File: src/rtl/cfgrd_pkg.sv
package cfgrd_pkg;

  // Strobes from the control unit to the datapath.
  typedef struct packed {
    logic load;   // reload counters to the page base, capture page
    logic step;   // consume the current bit this clock
  } strobe_t;

endpackage

File: src/rtl/cfgrd_store.sv
module cfgrd_store #(
  parameter int ADDR_W = 8,
  parameter int WORD_W = 16
) (
  input  logic              clk,
  input  logic              serEn,
  input  logic              wrEn,
  input  logic [ADDR_W-1:0] wrAddr,
  input  logic [WORD_W-1:0] wrData,
  input  logic [ADDR_W-1:0] rdAddr,
  output logic [WORD_W-1:0] rdWord
);
  localparam int DEPTH = 1 << ADDR_W;

  logic [WORD_W-1:0] mem [DEPTH];

  // Writes only in programming mode; read is registered every cycle.
  always_ff @(posedge clk) begin
    if (wrEn && !serEn) mem[wrAddr] <= wrData;
    rdWord <= mem[rdAddr];
  end

endmodule

File: src/rtl/cfgrd_ctrl.sv
module cfgrd_ctrl
  import cfgrd_pkg::*;
(
  input  logic    clk,
  input  logic    porN,
  input  logic    serEn,
  input  logic    ceN,
  input  logic    rstOeN,
  input  logic    atEnd,
  output strobe_t str,
  output logic    dataOe,
  output logic    ceoN
);
  logic done;     // active range fully sent
  logic primed;   // store output matches current address

  always_comb begin
    str.load = serEn && !rstOeN;
    str.step = serEn && rstOeN && !ceN && primed && !done;
    dataOe   = str.step;
    ceoN     = !(serEn && rstOeN && !ceN && done);
  end

  always_ff @(posedge clk or negedge porN) begin
    if (!porN) begin
      done   <= 1'b0;
      primed <= 1'b0;
    end else begin
      primed <= serEn;
      if (str.load)                done <= 1'b0;
      else if (str.step && atEnd)  done <= 1'b1;
    end
  end

  AST_DONE_STICKY: assert property (@(posedge clk) disable iff (!porN)
    (done && !str.load) |=> done);
  AST_END_RELEASES_LINE: assert property (@(posedge clk) disable iff (!porN)
    (str.step && atEnd) |=> !dataOe);
  AST_CEO_EXCLUDES_DATA: assert property (@(posedge clk) disable iff (!porN)
    !ceoN |-> !dataOe);

endmodule

File: src/rtl/cfgrd_datapath.sv
module cfgrd_datapath
  import cfgrd_pkg::*;
#(
  parameter int ADDR_W = 8,
  parameter int WORD_W = 16
) (
  input  logic              clk,
  input  logic              porN,
  input  strobe_t           str,
  input  logic              pageEn,
  input  logic [1:0]        pageSel,
  input  logic [WORD_W-1:0] curWord,
  output logic [ADDR_W-1:0] rdAddr,
  output logic              dataBit,
  output logic              atEnd
);
  localparam int OFF_W    = ADDR_W - 2;
  localparam int BIT_W    = (WORD_W > 1) ? $clog2(WORD_W) : 1;
  localparam int LAST_BIT = WORD_W - 1;

  logic [ADDR_W-1:0] wordAddr, baseAddr, lastAddr, nextAddr;
  logic [BIT_W-1:0]  bitIdx, nextBit, selIdx;
  logic              pgEnQ;
  logic [1:0]        pgSelQ;
  logic              bitWrap;

  always_comb begin
    baseAddr = pageEn ? {pageSel, {OFF_W{1'b0}}} : '0;
    lastAddr = pgEnQ ? {pgSelQ, {OFF_W{1'b1}}} : {ADDR_W{1'b1}};
    bitWrap  = (bitIdx == BIT_W'(LAST_BIT));
    atEnd    = bitWrap && (wordAddr == lastAddr);

    nextAddr = wordAddr;
    nextBit  = bitIdx;
    if (str.load) begin
      nextAddr = baseAddr;
      nextBit  = '0;
    end else if (str.step) begin
      nextBit = bitWrap ? '0 : bitIdx + 1'b1;
      if (bitWrap && !atEnd) nextAddr = wordAddr + 1'b1;
    end
    rdAddr  = nextAddr;            // prefetch keeps curWord == mem[wordAddr]
    selIdx  = BIT_W'(LAST_BIT) - bitIdx;
    dataBit = curWord[selIdx];
  end

  always_ff @(posedge clk or negedge porN) begin
    if (!porN) begin
      wordAddr <= '0;
      bitIdx   <= '0;
      pgEnQ    <= 1'b0;
      pgSelQ   <= 2'b00;
    end else begin
      wordAddr <= nextAddr;
      bitIdx   <= nextBit;
      if (str.load) begin
        pgEnQ  <= pageEn;
        pgSelQ <= pageSel;
      end
    end
  end

  AST_LOAD_TO_BASE: assert property (@(posedge clk) disable iff (!porN)
    str.load |=> (bitIdx == '0) && (wordAddr[OFF_W-1:0] == '0));
  AST_STAY_IN_PAGE: assert property (@(posedge clk) disable iff (!porN)
    pgEnQ |-> (wordAddr[ADDR_W-1 -: 2] == pgSelQ));
  AST_HOLD_WHEN_IDLE: assert property (@(posedge clk) disable iff (!porN)
    (!str.load && !str.step) |=> ($stable(wordAddr) && $stable(bitIdx)));
  AST_BIT_ORDER: assert property (@(posedge clk) disable iff (!porN)
    (str.step && !bitWrap) |=>
      ((bitIdx == BIT_W'($past(bitIdx) + 1'b1)) && $stable(wordAddr)));

endmodule

File: src/rtl/cfg_serial_reader.sv
module cfg_serial_reader
  import cfgrd_pkg::*;
#(
  parameter int ADDR_W = 8,
  parameter int WORD_W = 16
) (
  input  logic              clk,
  input  logic              porN,
  input  logic              serEn,
  input  logic              ceN,
  input  logic              rstOeN,
  input  logic              pageEn,
  input  logic [1:0]        pageSel,
  input  logic              wrEn,
  input  logic [ADDR_W-1:0] wrAddr,
  input  logic [WORD_W-1:0] wrData,
  output logic              dataBit,
  output logic              dataOe,
  output logic              ceoN
);
  strobe_t           str;
  logic              atEnd;
  logic [ADDR_W-1:0] rdAddr;
  logic [WORD_W-1:0] curWord;

  cfgrd_ctrl i_ctrl (
    .clk(clk), .porN(porN), .serEn(serEn), .ceN(ceN), .rstOeN(rstOeN),
    .atEnd(atEnd), .str(str), .dataOe(dataOe), .ceoN(ceoN)
  );

  cfgrd_datapath #(.ADDR_W(ADDR_W), .WORD_W(WORD_W)) i_dp (
    .clk(clk), .porN(porN), .str(str), .pageEn(pageEn), .pageSel(pageSel),
    .curWord(curWord), .rdAddr(rdAddr), .dataBit(dataBit), .atEnd(atEnd)
  );

  cfgrd_store #(.ADDR_W(ADDR_W), .WORD_W(WORD_W)) i_store (
    .clk(clk), .serEn(serEn), .wrEn(wrEn), .wrAddr(wrAddr),
    .wrData(wrData), .rdAddr(rdAddr), .rdWord(curWord)
  );

  AST_PROG_MODE_SILENT: assert property (@(posedge clk) disable iff (!porN)
    !serEn |-> (!dataOe && ceoN));

endmodule

File: config.mk
export PLATFORM = sky130hd
export DESIGN_NAME = cfg_serial_reader
export DESIGN_NICKNAME = d
export VERILOG_FILES = /design/src/rtl/cfgrd_pkg.sv /design/src/rtl/cfgrd_store.sv /design/src/rtl/cfgrd_ctrl.sv /design/src/rtl/cfgrd_datapath.sv /design/src/rtl/cfg_serial_reader.sv
export SDC_FILE = /design/constraint.sdc
export NUM_CORES = 2
export LEC_CHECK = 0
export BUFFER_PORTS_ARGS = -buffer_cell sky130_fd_sc_hd__buf_2
export CAP_MARGIN = 20
export CELL_PAD_IN_SITES_DETAIL_PLACEMENT = 1
export CELL_PAD_IN_SITES_GLOBAL_PLACEMENT = 1
export CORE_ASPECT_RATIO = 0.5
export CORE_MARGIN = 2
export CORE_UTILIZATION = 40
export DETAILED_ROUTE_END_ITERATION = 8
export GPL_ROUTABILITY_DRIVEN = 0
export PLACE_DENSITY = 0.62
export SLEW_MARGIN = 0
export SYNTH_ARGS = -nofsm -noshare
export SYNTH_HDL_FRONTEND = slang
export SYNTH_SLANG_ARGS = --single-unit
File: constraint.sdc
create_clock -name clk -period 8.1 [get_ports clk]
set_input_delay 1.62 -clock clk [delete_from_list [all_inputs] [get_ports clk]]
set_output_delay 1.62 -clock clk [all_outputs]
set_load 0.05 [all_outputs]
# [Word-level counts from Yosys, hierarchy flattened]
# Memory sizes are Yosys's and may differ from the RTL's. A register that Yosys moved wholly into a read port is not among the register bits.
# Cells that the tools add are included.
[classes] n_addsub=3 multipliers=0 div=0 order_cmp=1 n_eq_ne=2 n_shift=0 n_mux=14 n_bitwise=0 reduce_logical=18
[op_table] cell="two-way mux 8 bit" n=5
[op_table] cell="two-way mux 4 bit" n=3
[op_table] cell="logical AND 1 bit" n=10
[op_table] cell="adder 8 x 1 -> 8 bit (second input constant)" n=1
[op_table] cell="== test 8 bit" n=1
[op_table] cell="logical NOT 1 bit" n=6
[op_table] cell="< comparator 4 x 5 -> 1 bit (second input constant)" n=1
[op_table] cell="two-way mux 1 bit" n=5
[op_table] cell="adder 4 x 1 -> 4 bit (second input constant)" n=1
[op_table] cell="binary-select mux 1 bit (select 4 bit)" n=1
[op_table] cell="== test 4 bit (second input constant)" n=1
[op_table] cell="nonzero test 2 bit" n=2
[op_table] cell="subtractor 4 bit (first input constant)" n=1
[totals] ff_bits=17 latch_bits=0 ram_bits=4096 mem_bits_ro=0 input_bits=33 out_inout_bits=3 word_cells=45 mem_count=1
[mem_list] name="i_store.mem" words=256 width=16 rd=1 rd_clocked_by_memory_dff=1 wr=1 line="cfgrd_store.sv:15" rtl="logic [WORD_W-1:0] mem [DEPTH];"

# [Depth between registers and ports, before layout]
[depth] ltp_word=8 ltp_mapped=20 depth_no_buf=12

# [Cells and area by module]
# From an unflattened synthesis, not the netlist that was laid out.
[unflattened] hier_cells=7464 hier_area_um2=159292.8
[by_module_without_submodules] mod="cfgrd_store" instances=1 cells_each=7358 area_per_inst_um2=158238.0 seq_area_each_um2=123318.3
[by_module_without_submodules] mod="cfgrd_datapath" instances=1 cells_each=96 area_per_inst_um2=952.2 seq_area_each_um2=375.4
[by_module_without_submodules] mod="cfgrd_ctrl" instances=1 cells_each=10 area_per_inst_um2=102.6 seq_area_each_um2=50.0

# [Worst setup path before layout]
# OpenSTA, ideal clock, no wires.
[synth_path] path_type="input to register" from="input serEn" to="register i_store.rdWord[14], read port of i_store.mem" setup_time_ns=0.134 arrival_time_ns=4.650 t_required_ns=7.966 slack_ns=3.316 stages=14 n_path_buf=4 path_cell_list="and3b_1 -> clkbuf_2 -> and3_1 -> buf_2 -> a2bb2oi_4 -> mux2_4 -> buf_2 -> nor2_1 -> buf_2 -> a32oi_1 -> a31o_2 -> a221oi_1 -> nor3_1 -> or4_1"
[synth_via] elab_chain_len=6 word_cells_on_any_way=7 classes_between="mux: 2; reduce/logical: 5"
[synth_lines] item="start, declared" line="cfg_serial_reader.sv:9" rtl="input logic serEn,"
[synth_lines] item="logical AND 1 bit (4 in series)" line="cfgrd_ctrl.sv:19" rtl="str.step = serEn && rstOeN && !ceN && primed && !done;"
[synth_lines] item="two-way mux 8 bit" line="cfgrd_datapath.sv:38" rtl="end else if (str.step) begin"
[synth_lines] item="two-way mux 8 bit *" line="cfgrd_datapath.sv:35" rtl="if (str.load) begin"
[synth_lines] item="end, declared" line="cfgrd_store.sv:11" rtl="output logic [WORD_W-1:0] rdWord"
# Mark *: on every way between the ends. The rest lies on a longest branch, timed or not.
# A chain may end at the register's enable or synchronous reset.

# [Final worst setup path]
[layout_path] from="register i_dp.bitIdx[0]" to="register i_store.rdWord[8], read port of i_store.mem"
[layout_via] elab_chain_len=7
[layout_lines] item="start, declared" line="cfgrd_datapath.sv:22" rtl="logic [BIT_W-1:0] bitIdx, nextBit, selIdx;"
[layout_lines] item="start signal, assigned" line="cfgrd_datapath.sv:55" rtl="bitIdx <= nextBit;"
[layout_lines] item="== test 4 bit *" line="cfgrd_datapath.sv:30" rtl="bitWrap = (bitIdx == BIT_W'(LAST_BIT));"
[layout_lines] item="logical AND 1 bit" line="cfgrd_datapath.sv:31" rtl="atEnd = bitWrap && (wordAddr == lastAddr);"
[layout_lines] item="logical NOT 1 bit" line="cfgrd_datapath.sv:40" rtl="if (bitWrap && !atEnd) nextAddr = wordAddr + 1'b1;"
[layout_lines] item="logical AND 1 bit *" line="cfgrd_datapath.sv:40"
[layout_lines] item="two-way mux 8 bit *" line="cfgrd_datapath.sv:40"
[layout_lines] item="two-way mux 8 bit *" line="cfgrd_datapath.sv:38"
[layout_lines] item="two-way mux 8 bit *" line="cfgrd_datapath.sv:35"
# Marks and branches as above.

==> run summary <==
OUTCOME
-------------------------------------------------------------------------------------------------
Result of the run                                                                    finished clean

CLOCKING
-------------------------------------------------------------------------------------------------
Post-CTS Setup Bufs                                                                             0
Number of buffers inserted by hold repair at cts                                                0
Number of clock sinks                                                                        4129
Clock insertion delay at the later pin of the skew report                                 0.97 ns
Number of instances resized during post-cts repair                                              0
Clock tree from TritonCTS                                                                   built
Depth of the CTS H-tree                                                                         5
CTS max path bufs                                                                               4
Total CTS buffers                                                                             383
Clock slew at reported path FFs                                                           0.07 ns
Library cell used as clock root buffer                                                  clkbuf_16

LAYOUT
-------------------------------------------------------------------------------------------------
Net count, final                                                                            11000
Layout cell share with drive strength beyond 1                                              13.4%
Most common library cell in the layout ignoring fill and taps                            edfxtp_1
Layout Area Growth over Synthesis                                                           14.3%
Number of standard cells in the layout, taps in and fillers out                             16600
Most frequent cells in the layout                                                    edfxtp_1, nand2_1, buf_4
Layout Cell Area excl Fill                                                              0.184 mm²

CRITICAL PATH
-------------------------------------------------------------------------------------------------
Crit-path slowest cell                                                                    a32oi_1
Delay of the slowest critical-path stage                                                  1.01 ns
Total buffers and inverters traversed by the critical path                                      3
Family of cells with the greatest summed delay on the critical path                  compound AO/OA/AOI/OAI gates
Data required time of the critical path                                                   8.96 ns
Startpoint class of the critical path                                                        flop
Signal arrival time at the worst endpoint                                                 7.88 ns
Critical-path cell list                                                              ha_1, and3_1, nand3_1, o22ai_2, a31oi_4, inv_8, buf_12, buf_12, mux2i_1, o22ai_1, or4_1, a32oi_1, a21oi_1, a2111o_1
Worst setup path class                                                               flop to flop
Register-to-register setup slack                                                          1.08 ns
Max Fanout on Critical Path                                                                    56
Crit Reg-Reg Startpoint                                                              i_dp.bitIdx[0]
Worst r2r dst                                                                        i_store.rdWord[8]
Capturing element type of the critical path                                                  flop
Number of cell instances on the worst register-to-register path                                14
Most frequent CP cell                                                                      buf_12

ROUTE
-------------------------------------------------------------------------------------------------
Routed Wire Length                                                                      590000 µm
Drc violations                                                                                  0
Number of nets with antenna violations after detailed routing                                   0
Routed via count                                                                           105000
Wirelength per Cell                                                                       35.6 µm
Vias per cell                                                                                6.33
Number of iterations in the first detailed-routing pass                                         8
Violation count after the first detailed-routing iteration                                  15700

GLOBAL ROUTING
-------------------------------------------------------------------------------------------------
Antenna violations before repair                                                               46
Overall routing resource usage                                                              28.2%
Grt ovf                                                                                         0
Global-route wire length before repair                                                  819000 µm
Via count of the first global-routing pass                                                 103000
Largest net degree at the start of global routing                                             161

YOSYS
-------------------------------------------------------------------------------------------------
Instance count of the mapped netlist                                                        10700
Most common flop cell mapped by yosys                                                    edfxtp_1
Mean Syn Cell Area                                                                       15.1 µm²
Post-synthesis sequential area ratio                                                        77.0%
#FFs+latches synth                                                                           4129
Yosys warning total                                                                             0
Cell type with the highest aggregate area in the netlist                                 edfxtp_1
Number of distinct library cell variants in the gate-level netlist after synthesis             89
Number of synthesized flops with an enable pin                                               4096
Biggest area contributors in the synthesized netlist                                 edfxtp_1, nand2_1, mux2i_1
Proportion of register bits with asynchronous set or reset after synthesis                 0.412%
Net count after synthesis                                                                   10700
Post-synthesis instance area                                                            0.161 mm²
Share of the synthesized area in the top cell type                                          76.5%

FLOORPLAN
-------------------------------------------------------------------------------------------------
Die span in x                                                                              901 µm
CORE AREA                                                                               0.400 mm²
Die H                                                                                      452 µm
Ports placed on the boundary                                                                   36
Initial core utilization                                                                    40.2%
Die outline area                                                                        0.407 mm²
Row cnt                                                                                       164

TIMING
-------------------------------------------------------------------------------------------------
Minimum hold slack                                                                       0.558 ns
Max-slew violation count                                                                        0
Final hold violation count                                                                      0
Setup Total Neg Slack                                                                        0 ns
Rel. slew slack                                                                             3.10%
Setup repair after global routing missed its margin                                            no
Setup-failing EPs final                                                                         0
Worst slew pin tran                                                                       1.45 ns
Final cycle utilization of the critical path                                                86.7%
Post-route clock skew                                                                   0.0400 ns
Minimum clock period                                                                      7.02 ns
Fmax achieved                                                                           0.142 GHz

MIN PATH
-------------------------------------------------------------------------------------------------
Cell count of the worst hold path                                                               2
Min-Delay Endpoint                                                                    i_ctrl.done
Type of the worst min-delay path                                                     flop to flop
Hold Crit Start                                                                       i_ctrl.done

PLACE
-------------------------------------------------------------------------------------------------
Port buffer count                                                                              35
Placed cell count                                                                           15900
Final HPWL DP                                                                           352000 µm
Area after detailed placement                                                           0.171 mm²

RUN
-------------------------------------------------------------------------------------------------
Max-cap violations                                                                              0

POWER
-------------------------------------------------------------------------------------------------
Power after layout                                                                        42.9 mW
Leakage component of the power                                                            58.1 nW
Power density normalized to cell area                                                  233 mW/mm²
Max VDD drop                                                                             0.167 mV

[Yosys cell counts, types with 90 or more instances]
library cell	n
a211oi_1	153
a21boi_0	113
a21oi_1	402
a221oi_1	97
a22oi_1	95
a311o_1	90
a31oi_1	144
a32oi_1	100
and3_1	122
buf_1	110
buf_2	219
clkbuf_1	434
edfxtp_1	4096
mux2i_1	265
nand2_1	1829
nand3_1	485
nor2_1	372
nor3_1	125
o21ai_0	188
o221ai_1	275
o22ai_1	259
[state kept, by name (all words and copies together) (netlist names)]
| name | cells |
|---|---|
| i_ctrl.primed | 1 |
| i_store.rdWord | 16 |
| i_dp.pgEnQ | 1 |
| i_store.mem | 4096 |
| i_dp.bitIdx | 4 |
| i_ctrl.done | 1 |
| i_dp.wordAddr | 8 |
| i_dp.pgSelQ | 2 |
[layer usage]
metal	vias up	global-route usage, %	share of wire, %
li1	42500	-	-
met4	14	9.34	3.7
met1	55700	41.0	41
met3	975	5.63	11
met5	-	0	0.013
met2	5718	42.5	44
[worst max path at each step]
stage                     cells after the start                  to  slack (ns)           start
after CTS                                    14   i_store.rdWord[8]        1.38  i_dp.bitIdx[0]
after global routing                         14   i_store.rdWord[8]        0.99  i_dp.bitIdx[0]
after global placement                       13   i_store.rdWord[4]        0.37             ceN
after floorplan                              14  i_store.rdWord[14]        3.32           serEn
final                                        14   i_store.rdWord[8]        1.08  i_dp.bitIdx[0]
after detailed placement                     14   i_store.rdWord[8]        0.52           serEn
[where the power goes]
part | switching [mW] | internal [mW] | leakage (nW) | total, mW
clock network | 8.29 | 10.3 | 6.11 | 18.6
registers | 0.0365 | 23.5 | 37.2 | 23.6
logic | 0.624 | 0.0876 | 14.9 | 0.712
[through the flow]
step	utilization, %	setup WS [ns]
CTS	45.9	1.38
detailed placement	42.8	0.517
global placement	42.7	0.366
global route	46.0	0.992
floorplan	-	3.32
finish	46.0	1.08
[worst reg2reg max path, cell delays in order, from the launching register on]
cell,delay (ns)
dfrtp_1,0.75
ha_1,0.31
and3_1,0.41
nand3_1,0.21
o22ai_2,0.43
a31oi_4,0.28
inv_8,0.61
buf_12,0.40
buf_12,0.36
mux2i_1,0.36
o22ai_1,0.13
or4_1,0.70
a32oi_1,1.01
a21oi_1,0.45
a2111o_1,0.51
[final cells by class]
class                      count  area (µm²)
fill                       38900      216000
inverter                      15        81.3
timing repair buffer         662        6350
clock buffer                 483       10200
tap                         5312        6650
sequential                  4129      124000
multi-input combinational   5744       34400
clock inverter               214        2230
antenna                       22        55.1
[logic make-up (layout without fill, tap and decap cells)]
logic type | after synthesis | after routing | share of synthesized area [%]
DFF | 4129 | 4129 | 77.0
and+or+nand+nor | 3063 | 3063 | 8.08
AOI/OAI and AO/OA | 2301 | 2301 | 10.4
buffers and inverters | 790 | 1374 | 2.06
muxes | 373 | 373 | 2.44
xor gates and xnor gates | 5 | 5 | 0.0272
adders and majority gates | 2 | 2 | 0.0156
other | 0 | 22 | 0
No activity file was read; power rests on OpenSTA's default activity.
